## config.mk

```make
export PLATFORM = sky130hd
export DESIGN_NAME = irq_prio_resolver
export DESIGN_NICKNAME = d
export VERILOG_FILES = /design/src/rtl/irq_prio_pkg.sv /design/src/rtl/irq_level_bank.sv /design/src/rtl/irq_arbiter.sv /design/src/rtl/irq_vec_map.sv /design/src/rtl/irq_prio_resolver.sv
export SDC_FILE = /design/constraint.sdc
export NUM_CORES = 1
export LEC_CHECK = 0
export BUFFER_PORTS_ARGS = -buffer_cell sky130_fd_sc_hd__buf_4
export CORE_MARGIN = 5
export CORE_UTILIZATION = 50
export DETAILED_ROUTE_END_ITERATION = 16
export PLACE_DENSITY = 0.81
export SLEW_MARGIN = 20
export SYNTH_ARGS = -nofsm -noshare
export SYNTH_HDL_FRONTEND = slang
export SYNTH_SLANG_ARGS = --single-unit
```

## constraint.sdc

```tcl
create_clock -name clk -period 24.9 [get_ports clk]
set_input_delay 1.245 -clock clk [delete_from_list [all_inputs] [get_ports clk]]
set_output_delay 1.245 -clock clk [all_outputs]
set_load 0.005 [all_outputs]
```

## src/rtl/irq_prio_pkg.sv

```systemverilog
package irq_prio_pkg;
   localparam int LVL_W = 5;
   localparam int NUM_W = 8;
   localparam int OFS_W = 10;
   localparam int ADR_W = 32;

   typedef logic [LVL_W-1:0] lvl_t;
   typedef logic [NUM_W-1:0] num_t;
   typedef logic [OFS_W-1:0] ofs_t;
   typedef logic [ADR_W-1:0] adr_t;

   localparam lvl_t LVL_OFF    = 5'd31;
   localparam lvl_t NMI_LVL    = 5'd15;
   localparam num_t NMI_NUM    = 8'h0F;
   localparam int   FIRST_NUM  = 16;
   localparam ofs_t OFS_TOP    = 10'h3FC;
   localparam adr_t VEC_BASE   = 32'h000F_FC00;
   localparam int   MAX_SRC    = 256 - FIRST_NUM;
endpackage

```

## src/rtl/irq_level_bank.sv

```systemverilog
module irq_level_bank
   import irq_prio_pkg::*;
#(
   parameter int NUM_SRC = 12,
   localparam int IDX_W  = (NUM_SRC > 1) ? $clog2(NUM_SRC) : 1
)(
   input  logic             clk,
   input  logic             rst_n,
   input  logic             wr_en,
   input  logic [IDX_W-1:0] wr_idx,
   input  lvl_t             wr_lvl,
   output lvl_t             lvl_o [NUM_SRC]
);
   for (genvar s = 0; s < NUM_SRC; s++) begin : g_reg
      always_ff @(posedge clk or negedge rst_n) begin
         if (!rst_n)
            lvl_o[s] <= LVL_OFF;
         else if (wr_en && (wr_idx == IDX_W'(s)))
            lvl_o[s] <= wr_lvl;
      end
   end

   // an out-of-range or disabled write leaves every register unchanged
   for (genvar s = 0; s < NUM_SRC; s++) begin : g_chk
      a_r10_ignored_write : assert property (@(posedge clk) disable iff (!rst_n)
         (!wr_en || (int'(wr_idx) != s)) |=> $stable(lvl_o[s]));
   end
endmodule

```

## src/rtl/irq_arbiter.sv

```systemverilog
module irq_arbiter
   import irq_prio_pkg::*;
#(
   parameter int NUM_SRC = 12,
   localparam int IDX_W  = (NUM_SRC > 1) ? $clog2(NUM_SRC) : 1
)(
   input  logic [NUM_SRC-1:0] req_i,
   input  lvl_t               lvl_i [NUM_SRC],
   output logic               found_o,
   output logic [IDX_W-1:0]   idx_o,
   output lvl_t               lvl_o
);
   always_comb begin
      found_o = 1'b0;
      idx_o   = '0;
      lvl_o   = LVL_OFF;
      // ascending scan with strict compare keeps the lowest index on ties
      for (int s = 0; s < NUM_SRC; s++) begin
         if (req_i[s] && (lvl_i[s] < lvl_o)) begin
            found_o = 1'b1;
            idx_o   = IDX_W'(s);
            lvl_o   = lvl_i[s];
         end
      end
   end
endmodule

```

## src/rtl/irq_vec_map.sv

```systemverilog
module irq_vec_map
   import irq_prio_pkg::*;
(
   input  logic valid_i,
   input  num_t num_i,
   output ofs_t ofs_o,
   output adr_t adr_o
);
   ofs_t raw_ofs;
   assign raw_ofs = OFS_TOP - {num_i, 2'b00};
   assign ofs_o   = valid_i ? raw_ofs : '0;
   assign adr_o   = valid_i ? (VEC_BASE + adr_t'(raw_ofs)) : '0;
endmodule

```

## src/rtl/irq_prio_resolver.sv

```systemverilog
module irq_prio_resolver
   import irq_prio_pkg::*;
#(
   parameter int NUM_SRC = 12,
   localparam int IDX_W  = (NUM_SRC > 1) ? $clog2(NUM_SRC) : 1
)(
   input  logic               clk,
   input  logic               rst_n,
   input  logic               nmi_req,
   input  logic [NUM_SRC-1:0] irq_req,
   input  logic               cfg_we,
   input  logic [IDX_W-1:0]   cfg_idx,
   input  logic [4:0]         cfg_lvl,
   output logic               sel_valid,
   output logic [4:0]         sel_level,
   output logic [7:0]         sel_num,
   output logic [9:0]         sel_offset,
   output logic [31:0]        sel_vaddr
);
   if (NUM_SRC < 1 || NUM_SRC > MAX_SRC) begin : g_bad_cfg
      $error("irq_prio_resolver: NUM_SRC out of range");
   end

   lvl_t             lvl_q [NUM_SRC];
   logic             win_found;
   logic [IDX_W-1:0] win_idx;
   lvl_t             win_lvl;

   irq_level_bank #(.NUM_SRC(NUM_SRC)) bank_i (
      .clk    (clk),
      .rst_n  (rst_n),
      .wr_en  (cfg_we),
      .wr_idx (cfg_idx),
      .wr_lvl (cfg_lvl),
      .lvl_o  (lvl_q)
   );

   irq_arbiter #(.NUM_SRC(NUM_SRC)) arb_i (
      .req_i   (irq_req),
      .lvl_i   (lvl_q),
      .found_o (win_found),
      .idx_o   (win_idx),
      .lvl_o   (win_lvl)
   );

   logic nxt_valid;
   lvl_t nxt_lvl;
   num_t nxt_num;
   ofs_t nxt_ofs;
   adr_t nxt_adr;

   always_comb begin
      if (nmi_req) begin
         nxt_valid = 1'b1;
         nxt_lvl   = NMI_LVL;
         nxt_num   = NMI_NUM;
      end else if (win_found) begin
         nxt_valid = 1'b1;
         nxt_lvl   = win_lvl;
         nxt_num   = num_t'(FIRST_NUM) + num_t'(win_idx);
      end else begin
         nxt_valid = 1'b0;
         nxt_lvl   = LVL_OFF;
         nxt_num   = '0;
      end
   end

   irq_vec_map map_i (
      .valid_i (nxt_valid),
      .num_i   (nxt_num),
      .ofs_o   (nxt_ofs),
      .adr_o   (nxt_adr)
   );

   always_ff @(posedge clk or negedge rst_n) begin
      if (!rst_n) begin
         sel_valid  <= 1'b0;
         sel_level  <= LVL_OFF;
         sel_num    <= '0;
         sel_offset <= '0;
         sel_vaddr  <= '0;
      end else begin
         sel_valid  <= nxt_valid;
         sel_level  <= nxt_lvl;
         sel_num    <= nxt_num;
         sel_offset <= nxt_ofs;
         sel_vaddr  <= nxt_adr;
      end
   end

   // non-maskable request wins one clock later
   a_r1_nmi_wins : assert property (@(posedge clk) disable iff (!rst_n)
      nmi_req |=> (sel_valid && sel_num == NMI_NUM && sel_level == NMI_LVL));

   // the arbiter never picks a disabled source
   a_r2_disabled_skipped : assert property (@(posedge clk) disable iff (!rst_n)
      win_found |-> (lvl_q[win_idx] != LVL_OFF && irq_req[win_idx]));

   // no enabled requester beats the winner
   for (genvar s = 0; s < NUM_SRC; s++) begin : g_prio_chk
      a_r3_lowest_level : assert property (@(posedge clk) disable iff (!rst_n)
         (irq_req[s] && lvl_q[s] != LVL_OFF) |-> (win_found && win_lvl <= lvl_q[s]));
      a_r4_tie_low_index : assert property (@(posedge clk) disable iff (!rst_n)
         (irq_req[s] && lvl_q[s] != LVL_OFF && lvl_q[s] == win_lvl) |-> (int'(win_idx) <= s));
   end

   // offset and address agree with the presented number
   a_r6_vector_math : assert property (@(posedge clk) disable iff (!rst_n)
      sel_valid |-> ((sel_offset + {sel_num, 2'b00}) == OFS_TOP &&
                     sel_vaddr[31:10] == VEC_BASE[31:10] &&
                     sel_vaddr[9:0] == sel_offset));

   // idle outputs
   a_r7_idle_outputs : assert property (@(posedge clk) disable iff (!rst_n)
      !sel_valid |-> (sel_level == LVL_OFF && sel_num == '0 &&
                      sel_offset == '0 && sel_vaddr == '0));
endmodule

```

==> results_dict.tcl, run 1 <==
set metrics [dict create \
    cp_slowest_stage_delay_ns 0.53 \
    rsz0062_at_grt "no" \
    ys_seq_area_frac 0.324 \
    drt_pass1_iterations 4 \
    ys_seq_elements 76 \
    yosys_warnings 0 \
    cp_data_required_time_ns 25.16 \
    vdd_drop_max_mv 0.0930 \
    track_usage 0.201 \
    drcViolationCount 0 \
    startpoint_type "primary input" \
    num_vias 4989 \
    die_area_sq_mm 0.0146 \
    ios 81 \
    wl_per_cell_microns 17.6 \
    viasPerCell 6.00 \
    routed_wl_microns 14700 \
    grt_max_degree 77 \
    finalSetupViolCount 0 \
    initial_core_util 0.509 \
    root_buffer "clkbuf_16" \
    cp_max_fo 10 \
    endpoint_kind "flop" \
    dieHeight_microns 121 \
    worst_pin_slew_ns 0.919 \
    ctsHoldBuffers 0 \
    layout_commonest_cell "dfstp_2" \
    io_buffers 61 \
    powerDensity_mw_per_mm2 142 \
    drive_gt1_frac 0.362 \
    max_freq_mhz 49.8 \
    path_clk_slew_ns 0.06 \
    fin_crit_sh 0.806 \
    hold_viol_final 0 \
    drt_iter0_drc 279 \
    gp_congestion 0.898 \
    holdWs_ns 0.519 \
    setup_tns_ns 0 \
    final_nets 730 \
    grt_pass1_wl_microns 24000 \
    core_area_sq_mm 0.0120 \
    synth-edff-count 0 \
    cts_num_sinks 76 \
    htreeDepth 3 \
    pre_cts_slack_ns 4.88 \
    synth_cell_types 93 \
    fin_crit_ns 20.08 \
    grt_remaining_overflow 0 \
    crit_type "primary input to flop" \
    async_reset_ff_frac 1.00 \
    synth_ff_type "dfstp_2" \
    critical_path_arrival_ns 20.34 \
    critPathSlowestCell "a21oi_1" \
    first_global_vias 4840 \
    post-dp-hpwl_microns 11300 \
    synth_area_per_cell_sq_um 9.52 \
    drv_cap 0 \
    diodes 0 \
    max_slew_margin 0.388 \
    clockBufferDepth 2 \
    ant_nets 0 \
    setup_ws_ns 4.82 \
    p_leak_uw 0.00277 \
    p_total_uw 959 \
    min_path_type "flop to flop" \
    insertion_delay_ns 0.34 \
    antenna_found_initial 0 \
    die_w_microns 121 \
    final-max-slew-violation-count 0 \
    clock_skew_ns 0.00373 \
    layout_common_cells "dfstp_2, buf_4, mux2_2" \
    cts_buffers 9 \
    area_growth_pct 10.3 \
    synth_cells 643 \
    path_common_cell "ha_1" \
    cts_resized 0 \
    status "finished clean" \
    post_cts_buffers 0 \
    cts_tree "yes" \
    synthesis.area_sq_mm 0.00612 \
    rows 40 \
]
through the flow:
step | util | area [sq um] | instances
floorplan | - | 6190 | 661
global placement | 0.538 | 6460 | 816
detailed placement | 0.538 | 6460 | 816
CTS | 0.562 | 6750 | 832
global route | 0.562 | 6750 | 832
finish | 0.562 | 6750 | 832
critical path: cells and delay by family:
| family | cells | cell delay (ns) |
|---|---|---|
| adder cells (fa/ha/maj) | 13 | 3.75 |
| AND/OR/NAND/NOR | 23 | 4.31 |
| AO/OA/AOI/OAI | 33 | 8.41 |
| multiplexers | 6 | 1.97 |
| buffers and inverters | 7 | 0.61 |
kinds of logic (layout without fill, tap and decap cells):
logic type | after synthesis | after routing | synth area share
simple gates | 196 | 196 | 0.168
compound gates | 178 | 178 | 0.234
other cells | 1 | 19 | 0.000613
flops | 76 | 76 | 0.324
mux | 70 | 70 | 0.129
buf+inv | 91 | 115 | 0.0830
fa+ha+maj | 31 | 31 | 0.0609
cells in the mapped netlist, types with 10 or more instances:
library cell | n | area [sq um]
a211oi_1 | 12 | 90.1
a21oi_1 | 24 | 120
buf_4 | 40 | 300
clkbuf_1 | 10 | 37.5
dfrtp_1 | 11 | 275
dfstp_2 | 65 | 1710
ha_1 | 25 | 313
inv_1 | 37 | 139
mux2_2 | 56 | 631
mux2i_1 | 11 | 110
nand2_1 | 41 | 154
nand2b_1 | 26 | 163
nand3_1 | 15 | 75.1
nor2_1 | 45 | 169
o21ai_0 | 34 | 170
sequential cells by signal, summed over array words and instances (netlist names):
| signal | cells |
|---|---|
| sel_num | 5 |
| sel_level | 5 |
| sel_offset | 6 |
| bank_i.lvl_o | 60 |
where the power goes:
group	internal (uW)	total (uW)	switching, uW
Sequential	177	209	32.1
Combinational	263	625	362
Clock	70.9	125	54.5
metal layers:
| metal | global-route usage | share of wire |
|---|---|---|
| met1 | 0.263 | 0.45 |
| met2 | 0.342 | 0.49 |
| met3 | 0.0365 | 0.048 |
| met4 | 0.0552 | 0.017 |
| met5 | 0 | 0 |
path summary, 6_finish.rpt:
kind                                        from               end  slack, ns  depth (start not counted)
worst max-delay path                  irq_req[0]      sel_level[4]       4.82                         82
worst min-delay path            bank_i.lvl_o[22]  bank_i.lvl_o[22]       0.52                          2
worst max register to register  bank_i.lvl_o[59]      sel_level[4]       5.49                         80
worst min register to register  bank_i.lvl_o[22]  bank_i.lvl_o[22]       0.52                          2
max in group asynchronous                  rst_n        sel_num[0]      23.28                          1
min in group asynchronous                  rst_n     sel_offset[6]       1.05                          1
layout make-up:
| class | instances | area (sq um) |
|---|---|---|
| timing repair buffer | 61 | 458 |
| clock buffer | 10 | 239 |
| tap | 147 | 184 |
| sequential | 76 | 1980 |
| inverter | 38 | 143 |
| multi-input combinational | 494 | 3700 |
| clock inverter | 6 | 46.3 |
| fill | 1030 | 5260 |
No activity file was read; power rests on OpenSTA's default activity.
==> inputs of run 2 (changes only) <==
Settings changed: PLACE_DENSITY 0.81 to 0.83.
Clock period 24.9 ns to 17.9 ns, I/O delays scaled along.
==> run 2 against run 1 <==
Effect of this change: power rose by 57%; sequential power increased by 40%; cell area up 5.8%; worst hold slack improved by 0.031 ns; wire length up 9.2%.
==> results_dict.tcl, run 2 (same netlist as run 1, synthesis figures left out) <==
set metrics [dict create \
    max_freq_mhz 58.0 \
    clockBufferDepth 2 \
    crit_type "primary input to flop" \
    worst_pin_slew_ns 0.920 \
    max_slew_margin 0.387 \
    insertion_delay_ns 0.34 \
    final_nets 758 \
    cp_data_required_time_ns 18.14 \
    ant_nets 0 \
    startpoint_type "primary input" \
    track_usage 0.208 \
    die_w_microns 121 \
    initial_core_util 0.509 \
    cp_top_family "compound AO/OA/AOI/OAI gates" \
    switchingPower_uw 685 \
    fin_crit_sh 0.963 \
    regMostFlops "bank_i.lvl_o" \
    path_clk_slew_ns 0.06 \
    rows 40 \
    cts_buffers 9 \
    first_global_vias 4984 \
    pre_cts_slack_ns -0.714 \
    power.internal_uw 821 \
    core_area_sq_mm 0.0120 \
    grt_remaining_overflow 0 \
    final_util 0.594 \
    min_path_type "flop to flop" \
    p_total_uw 1510 \
    die_area_sq_mm 0.0146 \
    fillers 979 \
    top_regs "bank_i.lvl_o (60), sel_offset (6)" \
    ios 81 \
    wl_per_cell_microns 18.6 \
    cp_max_fo 8 \
    diodes 0 \
    drv_cap 0 \
    drcViolationCount 0 \
    post-route-cell-area_sq_mm 0.00714 \
    root_buffer "clkbuf_16" \
    io_buffers 61 \
    fin_crit_ns 17.24 \
    dieHeight_microns 121 \
    cts_tree "yes" \
    status "finished clean" \
    setup_ws_ns 0.663 \
    finalSetupViolCount 0 \
    powerDensity_mw_per_mm2 211 \
    setup_tns_ns 0 \
    vdd_drop_max_mv 0.139 \
    drt_iter0_drc 368 \
    cts_num_sinks 76 \
    path_common_cell "ha_1" \
    hold_viol_final 0 \
    largest_reg_flops 60 \
    layout_common_cells "buf_4, dfstp_2, mux2_2" \
    cp_slowest_stage_delay_ns 0.38 \
    critical_path_arrival_ns 17.48 \
    final-max-slew-violation-count 0 \
    place_area_sq_mm 0.00656 \
    grt_max_degree 77 \
    area_growth_pct 16.6 \
    grt_pass1_wl_microns 24400 \
    critPathSlowestCell "maj3_1" \
    endpoint_kind "flop" \
    layout_commonest_cell "buf_4" \
    pwr-share-seq 0.194 \
    comb_power_share 0.686 \
    antenna_found_initial 0 \
    post-dp-hpwl_microns 11600 \
    crit_buf_inv 9 \
    htreeDepth 3 \
    gp_congestion 0.946 \
    viasPerCell 6.02 \
    p_leak_uw 0.00292 \
    pwr-share-clk 0.120 \
    clock_skew_ns 0.00748 \
    drt_pass1_iterations 5 \
    drive_gt1_frac 0.421 \
    num_vias 5173 \
    routed_wl_microns 16000 \
    p_sw_frac 0.455 \
]
==> run 2: cell types whose count changed in the layout (fill, tap and decap cells not counted), moves of 3 or more <==
cell / change
a21oi_1: -6
a21oi_2: +4
buf_4: +28
mux2i_1: -6
mux2i_2: +6
o21ai_0: -3
==> run 2: power groups by stage <==
| stage | Clock [uW] | Sequential [uW] | Combinational (uW) |
|---|---|---|---|
| after detailed placement | 0 | 292 | 890 |
| after global placement | 0 | 289 | 856 |
| final | 181 | 293 | 1030 |
| after floorplan | 0 | 277 | 691 |
| after global routing | 191 | 299 | 1120 |
| after CTS | 182 | 290 | 905 |
==> run 2: layout make-up <==
type / count / area (sq um) / area share
multi-input combinational: 494 / 3860 / 0.541
timing repair buffer: 89 / 668 / 0.0936
tap: 147 / 184 / 0.0258
clock inverter: 4 / 50.0 / 0.00701
clock buffer: 12 / 246 / 0.0345
sequential: 76 / 1980 / 0.278
inverter: 38 / 145 / 0.0203
==> run 2: repair_timing <==
action | CTS | global route
gates resized for setup | 5 | 35
setup endpoints to repair | 15 | 15
hold buffers | 0 | 0
pin swaps | 1 | 9
buffers inserted | 0 | 15
==> run 2: path summary, 6_finish.rpt <==
path                                         end  slack (ns)  cells past startpoint        startpoint
worst max register to register      sel_level[3]        0.95                     82  bank_i.lvl_o[59]
worst min register to register  bank_i.lvl_o[22]        0.55                      2  bank_i.lvl_o[22]
min in group asynchronous          sel_offset[3]        0.71                      1             rst_n
worst max-delay path                sel_level[3]        0.66                     84        irq_req[0]
worst min-delay path            bank_i.lvl_o[22]        0.55                      2  bank_i.lvl_o[22]
max in group asynchronous             sel_num[3]       16.62                      1             rst_n
==> run 2: layer usage <==
metal	vias to the layer above	GRT usage	wire, microns
li1	2464	-	-
met1	2505	0.257	6750
met2	168	0.367	8190
met3	36	0.0323	796
met4	0	0.0751	282
met5	-	0	0
==> run 2: per-stage QoR <==
stage | hold slack, ns | instances
after global placement | 0.499 | 829
after floorplan | 0.485 | 661
final | 0.550 | 860
after global routing | 0.569 | 860
after CTS | 0.528 | 845
after detailed placement | 0.517 | 829
==> run 2: worst register-to-register path, delay by kind of cell (launching register included) <==
kind | cells | cell delay [ns]
multiplexers | 6 | 1.80
buffers and inverters | 7 | 0.69
flip-flops | 1 | 0.54
adder cells (fa/ha/maj) | 13 | 3.85
AO/OA/AOI/OAI | 32 | 6.00
AND/OR/NAND/NOR | 24 | 4.02
==> inputs of run 3 (changes only) <==
Settings changed: ABC_AREA set to 1, PLACE_DENSITY 0.83 to 0.84, REMOVE_ABC_BUFFERS set to 1.
==> run 3 against run 2 <==
Effect of this change: combinational power decreased by 52%; power decreased by 42%; global-route usage decreased by 1.1 points; largest power group unchanged; flip-flop and latch count unchanged; register-to-register slack improved by 3.5 ns; wire length decreased by 20%; critical path depth decreased by 1; cell area decreased by 17%; non-clock buffer count decreased by 27.
==> results_dict.tcl, run 3 <==
set metrics [dict create \
    powerDensity_mw_per_mm2 148 \
    ctsHoldBuffers 0 \
    htreeDepth 3 \
    root_buffer "clkbuf_8" \
    rsz0062_at_grt "no" \
    hold_viol_final 0 \
    power.internal_uw 469 \
    synth_cell_types 32 \
    final_util 0.552 \
    cts_resized 0 \
    clock_skew_ns 0.0127 \
    min_path_type "flop to flop" \
    pwr-share-seq 0.307 \
    dieHeight_microns 114 \
    cts_num_sinks 76 \
    drt_iter0_drc 250 \
    p_leak_uw 0.00304 \
    final_nets 857 \
    critPathSlowestCell "a31oi_1" \
    synth_ff_type "dfstp_2" \
    top_regs "bank_i.lvl_o (60), sel_offset (6)" \
    drive_gt1_frac 0.240 \
    yosysMostFrequentCell "nand2_1" \
    synth_area_per_cell_sq_um 7.08 \
    largest_reg_flops 60 \
    yosys_warnings 0 \
    synth_cells 771 \
    num_vias 4830 \
    cp_slowest_stage_delay_ns 0.51 \
    cp_top_family "simple AND/OR/NAND/NOR gates" \
    gp_congestion 0.907 \
    startpoint_type "primary input" \
    synthesis.area_sq_mm 0.00546 \
    first_global_vias 4454 \
    fin_crit_ns 13.67 \
    cp_data_required_time_ns 18.15 \
    drv_cap 0 \
    post_cts_buffers 0 \
    cp_max_fo 12 \
    synth_common_cells "nand2_1, nand3_1, inv_1, o21ai_0, dfstp_2" \
    ant_nets 0 \
    die_w_microns 114 \
    rr_endpoint "sel_offset[2]" \
    final-max-slew-violation-count 0 \
    layout_common_cells "nand2_1, nand3_1, inv_1" \
    hold_start "bank_i.lvl_o[45]" \
    fin_crit_sh 0.764 \
    ys_seq_elements 76 \
    worst_pin_slew_ns 0.941 \
    grt_max_degree 77 \
    max_slew_margin 0.373 \
    viasPerCell 5.07 \
    status "finished clean" \
    reg2reg_slack_ns 4.42 \
    endpoint_kind "flop" \
    io_buffers 61 \
    ys_seq_area_frac 0.363 \
    insertion_delay_ns 0.36 \
    post-dp-hpwl_microns 9650 \
    grt_pass1_wl_microns 21000 \
    min_path_cells 2 \
    path_clk_slew_ns 0.09 \
    critical_path_arrival_ns 13.92 \
    max_freq_mhz 73.2 \
    rr_worst_depth 81 \
    fin_cells 952 \
    crit_type "primary input to flop" \
    area_growth_pct 8.64 \
    netlist.area_leader.share 0.313 \
    drt_pass1_iterations 6 \
    die_area_sq_mm 0.0131 \
    antenna_found_initial 0 \
    pwr-share-clk 0.135 \
    yosysTopAreaCell "dfstp_2" \
    switchingPower_uw 409 \
    synth-edff-count 0 \
    p_sw_frac 0.466 \
    crit_buf_inv 6 \
    routed_wl_microns 12800 \
    layout_commonest_cell "nand2_1" \
    placed_cells_incl_taps 936 \
    async_reset_ff_frac 1.00 \
    core_area_sq_mm 0.0107 \
    initial_core_util 0.508 \
    track_usage 0.197 \
    ios 81 \
    regMostFlops "bank_i.lvl_o" \
    diodes 0 \
    cts_buffers 9 \
    clockBufferDepth 2 \
    yosys-top-cells-area "dfstp_2, nand2_1, nand3_1" \
    finalSetupViolCount 0 \
    comb_power_share 0.558 \
    vdd_drop_max_mv 0.0868 \
    holdWs_ns 0.490 \
    wl_per_cell_microns 13.4 \
    min_to "bank_i.lvl_o[45]" \
    rows 38 \
    grt_remaining_overflow 0 \
    drcViolationCount 0 \
    path_common_cell "nand2_1" \
    post-route-cell-area_sq_mm 0.00593 \
    r2r_start "bank_i.lvl_o[59]" \
    place_area_sq_mm 0.00576 \
    setup_tns_ns 0 \
    cts_tree "yes" \
]
==> run 3: final cells by class <==
class | count | area [sq um]
tap | 140 | 175
clock buffer | 10 | 128
multi-input combinational | 553 | 2740
sequential | 76 | 1980
clock inverter | 6 | 40.0
timing repair buffer | 62 | 465
inverter | 105 | 394
fill | 1061 | 4820
==> run 3: worst max-delay path by stage <==
stage / slack, ns / endpoint / cells past startpoint / from
finish: 4.23 / sel_offset[2] / 83 / irq_req[0]
floorplan: 6.03 / sel_offset[3] / 84 / irq_req[0]
detailed placement: 4.03 / sel_offset[2] / 81 / irq_req[0]
global placement: 4.48 / sel_offset[2] / 82 / irq_req[0]
CTS: 4.32 / sel_offset[2] / 83 / irq_req[0]
global route: 2.77 / sel_offset[3] / 84 / irq_req[0]
==> run 3: power groups by stage <==
stage	Combinational (uW)	Sequential, uW	Clock, uW
CTS	488	269	120
global route	562	275	128
floorplan	366	263	0
detailed placement	484	271	0
finish	490	270	118
global placement	472	271	0
==> run 3: cell families (layout without fill, tap and decap cells) <==
kind of cell,after synthesis,in the layout,share of synthesized area
flip-flops,76,76,0.363
AO/OA/AOI/OAI,103,103,0.101
other,1,19,0.000687
buffers and inverters,160,183,0.146
AND/OR/NAND/NOR,406,406,0.331
adder cells (fa/ha/maj),25,25,0.0573
==> run 3: per-stage QoR <==
step	setup slack, ns	power (uW)
final	4.23	878
after global routing	2.77	965
after CTS	4.32	876
after detailed placement	4.03	755
after global placement	4.48	743
after floorplan	6.03	630
==> run 3: routing by layer <==
metal | global-route usage | vias up | share of wire
met5 | 0 | - | 0
met4 | 0.0768 | 0 | 0.022
met2 | 0.321 | 100 | 0.48
met1 | 0.264 | 2230 | 0.46
li1 | - | 2475 | -
met3 | 0.0285 | 25 | 0.032
==> run 3: worst min-delay path: cells and delay by family (launching register included) <==
family	cells	cell delay [ns]
AO/OA/AOI/OAI	1	0.07
flip-flops	1	0.37
AND/OR/NAND/NOR	1	0.05
